$ cat src/rtl/enhscan_pkg.sv
package enhscan_pkg;
   typedef enum logic [2:0] {
      ST_IDLE    = 3'd0,
      ST_LOAD1   = 3'd1,
      ST_SHIFT2  = 3'd2,
      ST_LAUNCH  = 3'd3,
      ST_CAPTURE = 3'd4,
      ST_UNLOAD  = 3'd5,
      ST_DONE    = 3'd6
   } seq_state_e;

   typedef enum logic [1:0] {
      TM_ANY   = 2'd0,
      TM_SHIFT = 2'd1,
      TM_CAPT  = 2'd2
   } test_mode_e;

   function automatic test_mode_e decode_mode(input logic [1:0] m);
      case (m)
         2'b01:   return TM_SHIFT;
         2'b10:   return TM_CAPT;
         default: return TM_ANY;
      endcase
   endfunction
endpackage

$ cat src/rtl/enhscan_cell.sv
module enhscan_cell #(
   parameter bit RST_VAL = 1'b0
) (
   input  logic clk,
   input  logic rst_n,
   input  logic shift_en,
   input  logic cap_en,
   input  logic hold_open,
   input  logic scan_d,
   input  logic func_d,
   output logic q,
   output logic hq
);
   logic d_nxt;

   always_comb begin
      if (shift_en)    d_nxt = scan_d;
      else if (cap_en) d_nxt = func_d;
      else             d_nxt = q;
   end

   // hold stage loads the flop's next value, so it tracks q with no lag when open
   always_ff @(posedge clk or negedge rst_n) begin
      if (!rst_n) begin
         q  <= RST_VAL;
         hq <= RST_VAL;
      end else begin
         q <= d_nxt;
         if (hold_open) hq <= d_nxt;
      end
   end
endmodule

$ cat src/rtl/enhscan_seq.sv
module enhscan_seq
   import enhscan_pkg::*;
#(
   parameter int N = 8
) (
   input  logic         clk,
   input  logic         rst_n,
   input  logic         start,
   input  logic [1:0]   mode,
   input  logic [N-1:0] v1,
   input  logic [N-1:0] v2,
   input  logic         chain_so,
   output logic         busy,
   output logic         done,
   output logic [2:0]   step,
   output logic         sq_shift,
   output logic         sq_cap,
   output logic         sq_open,
   output logic         sq_si,
   output logic [N-1:0] resp
);
   localparam int CNT_W = $clog2(N + 1);
   localparam logic [CNT_W-1:0] LAST = CNT_W'(N - 1);

   seq_state_e       state_q;
   test_mode_e       mode_q;
   logic [N-1:0]     sh_q;
   logic [N-1:0]     v2_q;
   logic [CNT_W-1:0] cnt_q;
   logic             last;

   assign last = (cnt_q == LAST);

   always_ff @(posedge clk or negedge rst_n) begin
      if (!rst_n) begin
         state_q <= ST_IDLE;
         mode_q  <= TM_ANY;
         sh_q    <= '0;
         v2_q    <= '0;
         cnt_q   <= '0;
         resp    <= '0;
      end else begin
         case (state_q)
            ST_IDLE: if (start) begin
               mode_q  <= decode_mode(mode);
               sh_q    <= v1;
               v2_q    <= v2;
               cnt_q   <= '0;
               state_q <= ST_LOAD1;
            end
            ST_LOAD1: begin
               sh_q  <= sh_q << 1;
               cnt_q <= cnt_q + 1'b1;
               if (last) begin
                  cnt_q <= '0;
                  if (mode_q == TM_ANY) begin
                     sh_q    <= v2_q;
                     state_q <= ST_SHIFT2;
                  end else begin
                     state_q <= ST_LAUNCH;
                  end
               end
            end
            ST_SHIFT2: begin
               sh_q  <= sh_q << 1;
               cnt_q <= cnt_q + 1'b1;
               if (last) begin
                  cnt_q   <= '0;
                  state_q <= ST_LAUNCH;
               end
            end
            ST_LAUNCH:  state_q <= ST_CAPTURE;
            ST_CAPTURE: begin
               cnt_q   <= '0;
               state_q <= ST_UNLOAD;
            end
            ST_UNLOAD: begin
               resp  <= {resp[N-2:0], chain_so};
               cnt_q <= cnt_q + 1'b1;
               if (last) state_q <= ST_DONE;
            end
            default: state_q <= ST_IDLE;
         endcase
      end
   end

   always_comb begin
      sq_shift = 1'b0;
      sq_cap   = 1'b0;
      sq_open  = 1'b0;
      sq_si    = 1'b0;
      case (state_q)
         ST_LOAD1: begin
            sq_shift = 1'b1;
            sq_open  = 1'b1;
            sq_si    = sh_q[N-1];
         end
         ST_SHIFT2: begin
            sq_shift = 1'b1;
            sq_si    = sh_q[N-1];
         end
         ST_LAUNCH: begin
            sq_open = 1'b1;
            case (mode_q)
               TM_SHIFT: begin
                  sq_shift = 1'b1;
                  sq_si    = v2_q[0];
               end
               TM_CAPT: sq_cap = 1'b1;
               default: ;
            endcase
         end
         ST_CAPTURE: sq_cap   = 1'b1;
         ST_UNLOAD:  sq_shift = 1'b1;
         default: ;
      endcase
   end

   assign busy = (state_q != ST_IDLE) && (state_q != ST_DONE);
   assign done = (state_q == ST_DONE);
   assign step = state_q;
endmodule

$ cat src/rtl/enhscan_chain.sv
module enhscan_chain #(
   parameter int N       = 8,
   parameter bit RST_VAL = 1'b0
) (
   input  logic         clk,
   input  logic         rst_n,
   input  logic         scan_en,
   input  logic         test_ctl,
   input  logic         capture_en,
   input  logic         scan_in,
   output logic         scan_out,
   input  logic [N-1:0] func_d,
   output logic [N-1:0] func_q,
   input  logic         seq_start,
   input  logic [1:0]   seq_mode,
   input  logic [N-1:0] seq_v1,
   input  logic [N-1:0] seq_v2,
   output logic         seq_busy,
   output logic         seq_done,
   output logic [2:0]   seq_step,
   output logic [N-1:0] seq_resp
);
   if (N < 2) begin : g_len_check
      $error("enhscan_chain: N must be at least 2");
   end

   logic         sq_shift, sq_cap, sq_open, sq_si;
   logic         sen_i, cap_i, ctl_i, si_i;
   logic [N-1:0] chain_q;

   enhscan_seq #(.N(N)) u_seq (
      .clk      (clk),
      .rst_n    (rst_n),
      .start    (seq_start),
      .mode     (seq_mode),
      .v1       (seq_v1),
      .v2       (seq_v2),
      .chain_so (chain_q[N-1]),
      .busy     (seq_busy),
      .done     (seq_done),
      .step     (seq_step),
      .sq_shift (sq_shift),
      .sq_cap   (sq_cap),
      .sq_open  (sq_open),
      .sq_si    (sq_si),
      .resp     (seq_resp)
   );

   // sequencer owns every chain control while it runs
   assign sen_i = seq_busy ? sq_shift : scan_en;
   assign cap_i = seq_busy ? sq_cap   : capture_en;
   assign ctl_i = seq_busy ? sq_open  : test_ctl;
   assign si_i  = seq_busy ? sq_si    : scan_in;

   for (genvar i = 0; i < N; i++) begin : g_cell
      logic sd;
      if (i == 0) begin : g_head
         assign sd = si_i;
      end else begin : g_body
         assign sd = chain_q[i-1];
      end
      enhscan_cell #(.RST_VAL(RST_VAL)) u_cell (
         .clk       (clk),
         .rst_n     (rst_n),
         .shift_en  (sen_i),
         .cap_en    (cap_i),
         .hold_open (ctl_i),
         .scan_d    (sd),
         .func_d    (func_d[i]),
         .q         (chain_q[i]),
         .hq        (func_q[i])
      );
   end

   assign scan_out = chain_q[N-1];
endmodule

$ cat config.mk
export PLATFORM = sky130hd
export DESIGN_NAME = enhscan_chain
export DESIGN_NICKNAME = d
export VERILOG_FILES = /design/src/rtl/enhscan_pkg.sv /design/src/rtl/enhscan_cell.sv /design/src/rtl/enhscan_seq.sv /design/src/rtl/enhscan_chain.sv
export SDC_FILE = /design/constraint.sdc
export NUM_CORES = 1
export LEC_CHECK = 0
export CAP_MARGIN = 20
export CORE_MARGIN = 5
export CORE_UTILIZATION = 24
export CTS_BUF_LIST = sky130_fd_sc_hd__clkbuf_16
export CTS_CLUSTER_SIZE = 28
export DETAILED_ROUTE_END_ITERATION = 6
export DONT_BUFFER_PORTS = 1
export PLACE_DENSITY_LB_ADDON = 0.05
export SETUP_SLACK_MARGIN = 0.05
export SYNTH_ARGS = -nofsm -noshare
export SYNTH_HDL_FRONTEND = slang
export SYNTH_HIERARCHICAL = 1
export SYNTH_SLANG_ARGS = --single-unit
$ cat constraint.sdc
create_clock -name clk -period 4.1 [get_ports clk]
set_input_delay 0 -clock clk [delete_from_list [all_inputs] [get_ports clk]]
set_output_delay 0 -clock clk [all_outputs]
set_load 0.05 [all_outputs]
---- Yosys cells after proc, flatten, opt, wreduce, memory -nomap -nowiden ----
Index checks and enable logic that the tools add are counted.
word-level totals
  output and inout port bits .............. 22
  flip-flop bits (word level) ............. 49
operators by class
  muxes and demuxes ....................... 41
  $add $sub $neg .......................... 1
  eq/ne operators ......................... 16
  reductions and logical operators ........ 13
operator list
  operator               number
  $mux W1                25
  $mux W8                3
  $pmux W8 S3            1
  $pmux W3 S6            1
  $pmux W4 S4            1
  $mux W3                4
  $eq A3 B3 Y1 const B   3
  $mux W4                2
  $eq A3 B2 Y1 const B   2
  $ne A2 B1 Y1 const B   3
  $pmux W1 S2            3
  $reduce_and A2 Y1      3
  $reduce_bool A3 Y1     2
  $add A4 B1 Y4 const B  1
  $eq A2 B1 Y1 const B   2
  $eq A2 B2 Y1 const B   2
  $eq A4 B3 Y1 const B   1
  $pmux W2 S2            1
  $reduce_and A4 Y1      1
  $reduce_bool A4 Y1     1
  $reduce_or A2 Y1       2
  $eq A3 B1 Y1 const B   1
  $logic_not A3 Y1       1
  $ne A3 B3 Y1 const B   1
  other kinds (4)        4

---- Longest topological paths before layout ----
Gate-level depths: netlist of the first run.
  depth in word-level cells ............... 6
  depth in mapped cells ................... 9
  gate-level depth less buffers ........... 7

---- Cells and area by module ----
The synthesis of the first run kept the hierarchy.
by module, submodules not included
  module         area each (um^2)  cells an instance  seq. area each (um^2)  times used
  enhscan_seq    1809.2            181                825.8                  1
  enhscan_cell   103.8             9                  50.0                   8
  enhscan_chain  45.0              4                  0.0                    1

---- Worst setup path before layout of the first run ----
Ideal clock, no wire load.
  path type ............................... register to register
  from .................................... register u_seq.state_q[0], in the netlist u_seq/step[0]
  to ...................................... register g_cell[7].u_cell.hq
  clock period less this slack ............ 2.660 ns
  stages on the path, launching flop included .. 7
  path slack .............................. 1.440 ns
  required time ........................... 4.020 ns
  arrival time ............................ 2.579 ns
  buffers on the path ..................... 2
  cells stage by stage .................... dfrtp_1 -> buf_4 -> clkbuf_1 -> nand2b_1 -> mux2_2 -> nand2b_1 -> o211ai_2
RTL lines
  item                                                       RTL line             RTL
  start, declared                                            enhscan_seq.sv:25    seq_state_e state_q;
  start signal, assigned                                     enhscan_seq.sv:36    state_q <= ST_IDLE;
  start signal, assigned                                     enhscan_seq.sv:49    state_q <= ST_LOAD1;
  start signal, assigned                                     enhscan_seq.sv:58    state_q <= ST_SHIFT2;
  $ne A3 B3 Y1 / $reduce_bool A3 Y1 (equally long branches)  enhscan_seq.sv:119   assign busy = (state_q != ST_IDLE) && (state_q != ST_DONE);
  $logic_and A1 B1 Y1 (*)                                    enhscan_seq.sv:119
  via seq_busy                                               enhscan_chain.sv:18  output logic seq_busy,
  $mux W1 (*)                                                enhscan_chain.sv:50  assign sen_i = seq_busy ? sq_shift : scan_en;
  via sen_i                                                  enhscan_chain.sv:28  logic sen_i, cap_i, ctl_i, si_i;
  $mux W1 (*)                                                enhscan_cell.sv:17   if (shift_en) d_nxt = scan_d;
  end signal, assigned                                       enhscan_cell.sv:29   if (hold_open) hq <= d_nxt;
  end, declared                                              enhscan_cell.sv:12   output logic hq
The timed path passes the listed nets; every way through them passes the cells marked *.
A chain may end at the register's enable or synchronous reset.

---- Final worst setup path of the first run ----
  from .................................... register u_seq.state_q[1], in the netlist u_seq/step[1]
  to ...................................... register u_seq.mode_q[0]
between the ends
  word-level cells in the longest chain between the ends .. 2
ends and longest elaborated chain
  item                         RTL line           RTL
  $logic_not A3 Y1             enhscan_seq.sv:43  case (state_q)
  $reduce_and A2 Y1 (no line)  -
  end signal, assigned         enhscan_seq.sv:45  mode_q <= decode_mode(mode);
  end, declared                enhscan_seq.sv:26  test_mode_e mode_q;
No other way between the ends.

==> results of run 1 <==
## through the flow
stage | hold WS [ns] | cell area (sq um) | instances | util (%)
after floorplan | -0.296 | 2690 | 257 | -
after CTS | 0.000148 | 3250 | 420 | 29.9
after detailed placement | -0.292 | 2820 | 388 | 25.9
after global placement | -0.292 | 2820 | 388 | 25.9
final | 0.00308 | 3250 | 420 | 29.9
after global routing | 0.0178 | 3250 | 420 | 29.9
## power groups by stage
stage / clock [W] / combinational [W] / sequential [W]
2_1_floorplan: 0 / 0.000943 / 0.00106
3_3_place_gp: 0 / 0.00118 / 0.00109
3_5_place_dp: 0 / 0.00119 / 0.00109
4_1_cts: 0.000506 / 0.00123 / 0.00108
5_1_grt: 0.000524 / 0.00136 / 0.00111
6_report: 0.000481 / 0.00120 / 0.00108
## logic make-up after synthesis
group / Yosys count / synth area share, %
AND/OR/NAND/NOR: 90 / 19.4
flip-flops: 49 / 45.7
buffers and inverters: 25 / 4.01
AO/OA/AOI/OAI: 53 / 15.0
XOR/XNOR: 2 / 0.652
multiplexers: 37 / 14.8
adder cells (fa/ha/maj): 1 / 0.466
## worst max-delay path: stages (launching register included)
cell           delay (ns)
dfrtp_1              0.47
buf_4                0.30
nor3_2               0.82
nand3b_1             0.13
dlygate4sd3_1        0.58
o21ai_0              0.06
## placed cells by master, fill, tap and decap left out, drive strengths merged, types with 2 or more instances in the layout
master	n
mux2i	16
mux2	21
nand3	22
a31oi	8
or3b	2
nand2b	26
buf	4
and3b	2
o21a	6
a211oi	6
nand2	10
nor2b	2
dlygate4sd3	23
nand3b	4
dfrtp	49
xnor2	2
inv	14
clkbuf	5
nor3	5
o211ai	8
a21oi	4
o21ai	9
nor2	12
o22ai	2
## synthesized netlist by cell type (2+ instances only)
library cell,count,area (sq um)
a211oi_1,6,45.0
a21oi_1,4,20.0
a31oi_1,8,50.1
and3b_1,2,17.5
buf_2,5,25.0
buf_4,2,15.0
clkbuf_1,5,18.8
dfrtp_1,49,1230
inv_1,13,48.8
mux2_2,21,236
mux2i_1,16,160
nand2_1,10,37.5
nand2b_1,26,163
nand3_1,22,110
nand3b_1,4,30.0
nor2_1,12,45.0
nor2b_1,2,12.5
nor3_1,3,15.0
nor3_2,2,20.0
o211ai_2,8,100
o21a_1,6,45.0
o21ai_0,9,45.0
o22ai_1,2,12.5
xnor2_1,2,17.5
## per-layer routing
| metal | share of wire (%) | wire length [microns] | vias to the layer above |
|---|---|---|---|
| li1 | - | - | 968 |
| met2 | 47 | 3410 | 45 |
| met3 | 5.3 | 386 | 6 |
| met4 | 1.1 | 81 | 0 |
| met1 | 46 | 3350 | 1011 |
| met5 | 0 | 0 | - |
## final cells by class
type / count / area [sq um]
clock inverters: 3 / 43.8
well taps: 140 / 175
clock buffers: 5 / 125
multi-input cells: 183 / 1350
fillers: 1133 / 7640
flip-flops and latches: 49 / 1230
inverters: 13 / 48.8
repair buffers: 27 / 280
## path summary, 6_finish.rpt
| kind | endpoint | slack [ns] | cells past startpoint |
|---|---|---|---|
| max | u_seq/mode_q[0] | 1.65 | 5 |
| min | u_seq/sh_q[3] | 0.003 | 3 |
| max reg2reg | u_seq/mode_q[0] | 1.65 | 5 |
| min reg2reg | u_seq/v2_q[1] | 0.51 | 1 |
| max in group asynchronous | u_seq/sh_q[0] | 3.64 | 2 |
| min in group asynchronous | u_seq/sh_q[3] | 0.23 | 2 |
## state kept, by name, indices dropped and copies added, names as in the netlist
register / cells
g_cell.u_cell/hq: 8
g_cell.u_cell/q: 8
u_seq/cnt_q: 4
u_seq/v2_q: 8
u_seq/resp: 8
u_seq/sh_q: 8
u_seq/mode_q: 2
u_seq/step: 3
==> results_dict.tcl, run 1 <==
set metrics [dict create \
    antenna_found_initial 0 \
    grt_pass1_wl_microns 12100 \
    wl_per_cell_microns 17.2 \
    grt_max_degree 50 \
    grt_pass1_vias 2157 \
    path_clk_slew_ns 0.07 \
    synth-main-ff-cell "dfrtp_1" \
    synthToLayoutAreaGrowth_pct 21.1 \
    routed_wl_microns 7230 \
    worst_pin_slew_ns 0.953 \
    seq_power_share_pct 39.0 \
    pin_count 55 \
    cts_root_buf "clkbuf_16" \
    power.density_nw_per_um2 849 \
    vdd_drop_max_mv 0.307 \
    synth_edf_count 0 \
    period_minus_slack_ns 2.45 \
    fmax_mhz 408 \
    grt-ovfl-total 0 \
    hpwl_microns 4790 \
    h-tree-depth 2 \
    min_path_type "primary input to register" \
    fin_ws_ns 1.65 \
    worstSetupPathType "register to register" \
    antenna_cells 0 \
    cts_buffers 5 \
    rsz0062_at_grt "no" \
    die-area_sq_um 13400 \
    setup_viol_count_final 0 \
    gr-usage-met1_pct 16.2 \
    gp_congestion 0.700 \
    postSynthAreaPerCell_sq_um 10.4 \
    hold_buffers 24 \
    startpoint "u_seq/step[1]" \
    grt_use_met2_pct 17.6 \
    endpoint_kind "register" \
    holdCritStartpoint "seq_start" \
    p_comb_share_pct 43.6 \
    netlist_area_sq_um 2690 \
    cp_data_required_time_ns 4.31 \
    p_clk_share_pct 17.4 \
    drive_above_1_share_pct 16.4 \
    final_nets 313 \
    vias 2030 \
    setup-tns-final_ns 0 \
    switching_share_pct 45.8 \
    p_int_w 0.00150 \
    drc_errors 0 \
    fp-row-count 38 \
    reg2reg_from "u_seq/step[1]" \
    start_kind "register" \
    buffer_ports.inserted 0 \
    final.period_utilization_pct 59.8 \
    cts_tree "done" \
    power.switching_w 0.00126 \
    busiest_layer "met2" \
    cts_sinks 49 \
    async_reset_ff_share_pct 100 \
    slew_viol_final 0 \
    track_usage_pct 11.5 \
    drtAntennaViolNets 0 \
    initial_core_util_pct 24.7 \
    hold_viol_final 0 \
    power_leakage_nw 1.36 \
    place_ws_ns 1.62 \
    synth-seq-cells 49 \
    fin_skew_ns 0.0100 \
    synth.distinct_cells 42 \
    slew_headroom_pct 36.1 \
    die_h_microns 116 \
    maxCapViolCount 0 \
    viasPerCell 4.83 \
    cp_max_fo 24 \
    core_region_area_sq_um 10900 \
    cts_resized 0 \
    clock_latency_ns 0.29 \
    first_pass_iters 4 \
    synthCells 257 \
    die_w_microns 116 \
    met3_usage_pct 3.13 \
    p_total_w 0.00276 \
    synthesis.nets 291 \
    ys_seq_area_share_pct 45.7 \
    status "completed" \
    postCtsSetupRepairBufs 0 \
    yosysWarnings 6 \
    cp.arrival_ns 2.66 \
    cts.path.max_buffers 2 \
    drt_iter0_drc 96 \
]
Note: power is estimated with default switching activity, not from simulation.
==> run 2: changes to the inputs <==
==> constraint.sdc (replaced) <==
create_clock -name clk -period 2.38 [get_ports clk]
set_input_delay 0 -clock clk [delete_from_list [all_inputs] [get_ports clk]]
set_output_delay 0 -clock clk [all_outputs]
set_load 0.05 [all_outputs]
==> results_dict.tcl, run 2 (synthesis gave the netlist of run 1 again) <==
set metrics [dict create \
    status "completed" \
    slew_headroom_pct 65.8 \
    slew_viol_final 0 \
    cts.path.max_buffers 2 \
    viasPerCell 4.72 \
    fin_ws_ns 0.327 \
    pin_count 55 \
    track_usage_pct 11.2 \
    postCtsSetupRepairBufs 0 \
    placed_area_sq_um 2880 \
    place_ws_ns 0.515 \
    drtAntennaViolNets 0 \
    fmax_mhz 487 \
    fp-row-count 38 \
    fillers 1136 \
    vias 2009 \
    cts_tree "done" \
    reg2reg_from "u_seq/step[2]" \
    min_to "u_seq/sh_q[7]" \
    worstSetupPathType "register to register" \
    period_minus_slack_ns 2.05 \
    grt_pass1_vias 2136 \
    cp_cell_sequence "buf_4 > nand2b_1 > nor3_2 > buf_4 > nand3b_1 > dlygate4sd3_1 > o21ai_0" \
    gp_congestion 0.702 \
    rsz0062_at_grt "no" \
    worst_pin_slew_ns 0.513 \
    antenna_found_initial 0 \
    initial_core_util_pct 24.7 \
    routed_wl_microns 7120 \
    final_nets 320 \
    path_clk_slew_ns 0.07 \
    die_w_microns 116 \
    drc_errors 0 \
    cp_data_required_time_ns 2.59 \
    cts_root_buf "clkbuf_16" \
    cpLargestDelayFamily "buffers and inverters" \
    holdCritStartpoint "seq_start" \
    ff2ff_path_depth 7 \
    power.density_nw_per_um2 1420 \
    first_pass_iters 4 \
    mostFrequentLayoutCell "dfrtp_1" \
    final_util_pct 30.1 \
    buffer_ports.inserted 0 \
    final.period_utilization_pct 86.2 \
    synthToLayoutAreaGrowth_pct 22.1 \
    cp.arrival_ns 2.27 \
    r2r_end "u_seq/mode_q[0]" \
    cp_max_fo 22 \
    vdd_drop_max_mv 0.413 \
    grt-ovfl-total 0 \
    drt_iter0_drc 99 \
    maxCapViolCount 0 \
    start_kind "register" \
    grt_pass1_wl_microns 11800 \
    cts_buffers 5 \
    core_region_area_sq_um 10900 \
    grt_max_degree 50 \
    multi_input_area_sq_um 1350 \
    reg2reg_slack_ns 0.33 \
    hold_depth 3 \
    die-area_sq_um 13400 \
    die_h_microns 116 \
    antenna_cells 0 \
    min_path_type "primary input to register" \
    final_cell_mix "46 x dfrtp_1, 25 x nand2b_1, 24 x dlygate4sd3_1, 22 x nand3_1, 21 x mux2_2" \
    drive_above_1_share_pct 18.9 \
    setup-tns-final_ns 0 \
    hpwl_microns 4840 \
    h-tree-depth 2 \
    power_leakage_nw 1.37 \
    clock_latency_ns 0.29 \
    p_total_w 0.00467 \
    cp_common_cell "buf_4" \
    setup_viol_count_final 0 \
    cts_sinks 49 \
    wl_per_cell_microns 16.7 \
    cp_num_buf_inv 3 \
    slowest_delay_ns 0.55 \
    endpoint_kind "register" \
    fin_skew_ns 0.00615 \
    fin_area_sq_um 3280 \
    crit_path_top_delay_cell "dlygate4sd3_1" \
    seq_area_sq_um 1230 \
    hold_viol_final 0 \
]
-- run 2: worst reg2reg max path, delay by kind of cell, from the launching register on --
kind | cells | cell delay [ns]
simple gates | 3 | 0.43
compound gates | 1 | 0.06
flops | 1 | 0.45
buf+inv | 3 | 1.04
-- run 2: layout make-up --
cell class,instances,area share [%]
clock buffers,5,3.82
clock inverters,2,0.343
inverters,13,1.49
multi-input cells,183,41.3
flip-flops and latches,49,37.5
well taps,140,5.34
repair buffers,34,10.2
-- run 2: where the power goes --
part / internal (W) / switching [W] / total [W]
combinational: 0.000933 / 0.00118 / 0.00211
clock: 0.000381 / 0.000312 / 0.000692
sequential: 0.00120 / 0.000664 / 0.00187
total: 0.00252 / 0.00215 / 0.00467
-- run 2: how the worst max path moves through the flow --
| stage | startpoint | to | cells past startpoint |
|---|---|---|---|
| after floorplan | u_seq/step[0] | g_cell[7].u_cell/hq | 6 |
| after global placement | u_seq/step[0] | g_cell[4].u_cell/hq | 6 |
| after detailed placement | u_seq/step[0] | g_cell[3].u_cell/hq | 6 |
| after CTS | u_seq/step[2] | u_seq/mode_q[0] | 7 |
| after global routing | u_seq/step[2] | u_seq/mode_q[0] | 7 |
| final | u_seq/step[2] | u_seq/mode_q[0] | 7 |
-- run 2: repair_timing --
action / 4_1_cts / 5_1_grt
hold endpoints to repair: 80 / 0
gates resized for setup: 0 / 0
hold buffers: 25 / 0
-- run 2: layer usage --
| layer | up-vias | GRT usage (%) | routed length [microns] |
|---|---|---|---|
| met2 | 39 | 16.7 | 3170 |
| met4 | 0 | 2.55 | 58 |
| met3 | 4 | 3.13 | 319 |
| li1 | 986 | - | - |
| met1 | 980 | 16.0 | 3580 |
| met5 | - | 0 | 0 |
-- run 2: metrics by stage --
stage	instances	hold slack, ns
CTS	426	0.00707
floorplan	257	-0.296
global placement	394	-0.293
finish	426	0.0119
global route	426	0.0279
detailed placement	394	-0.291
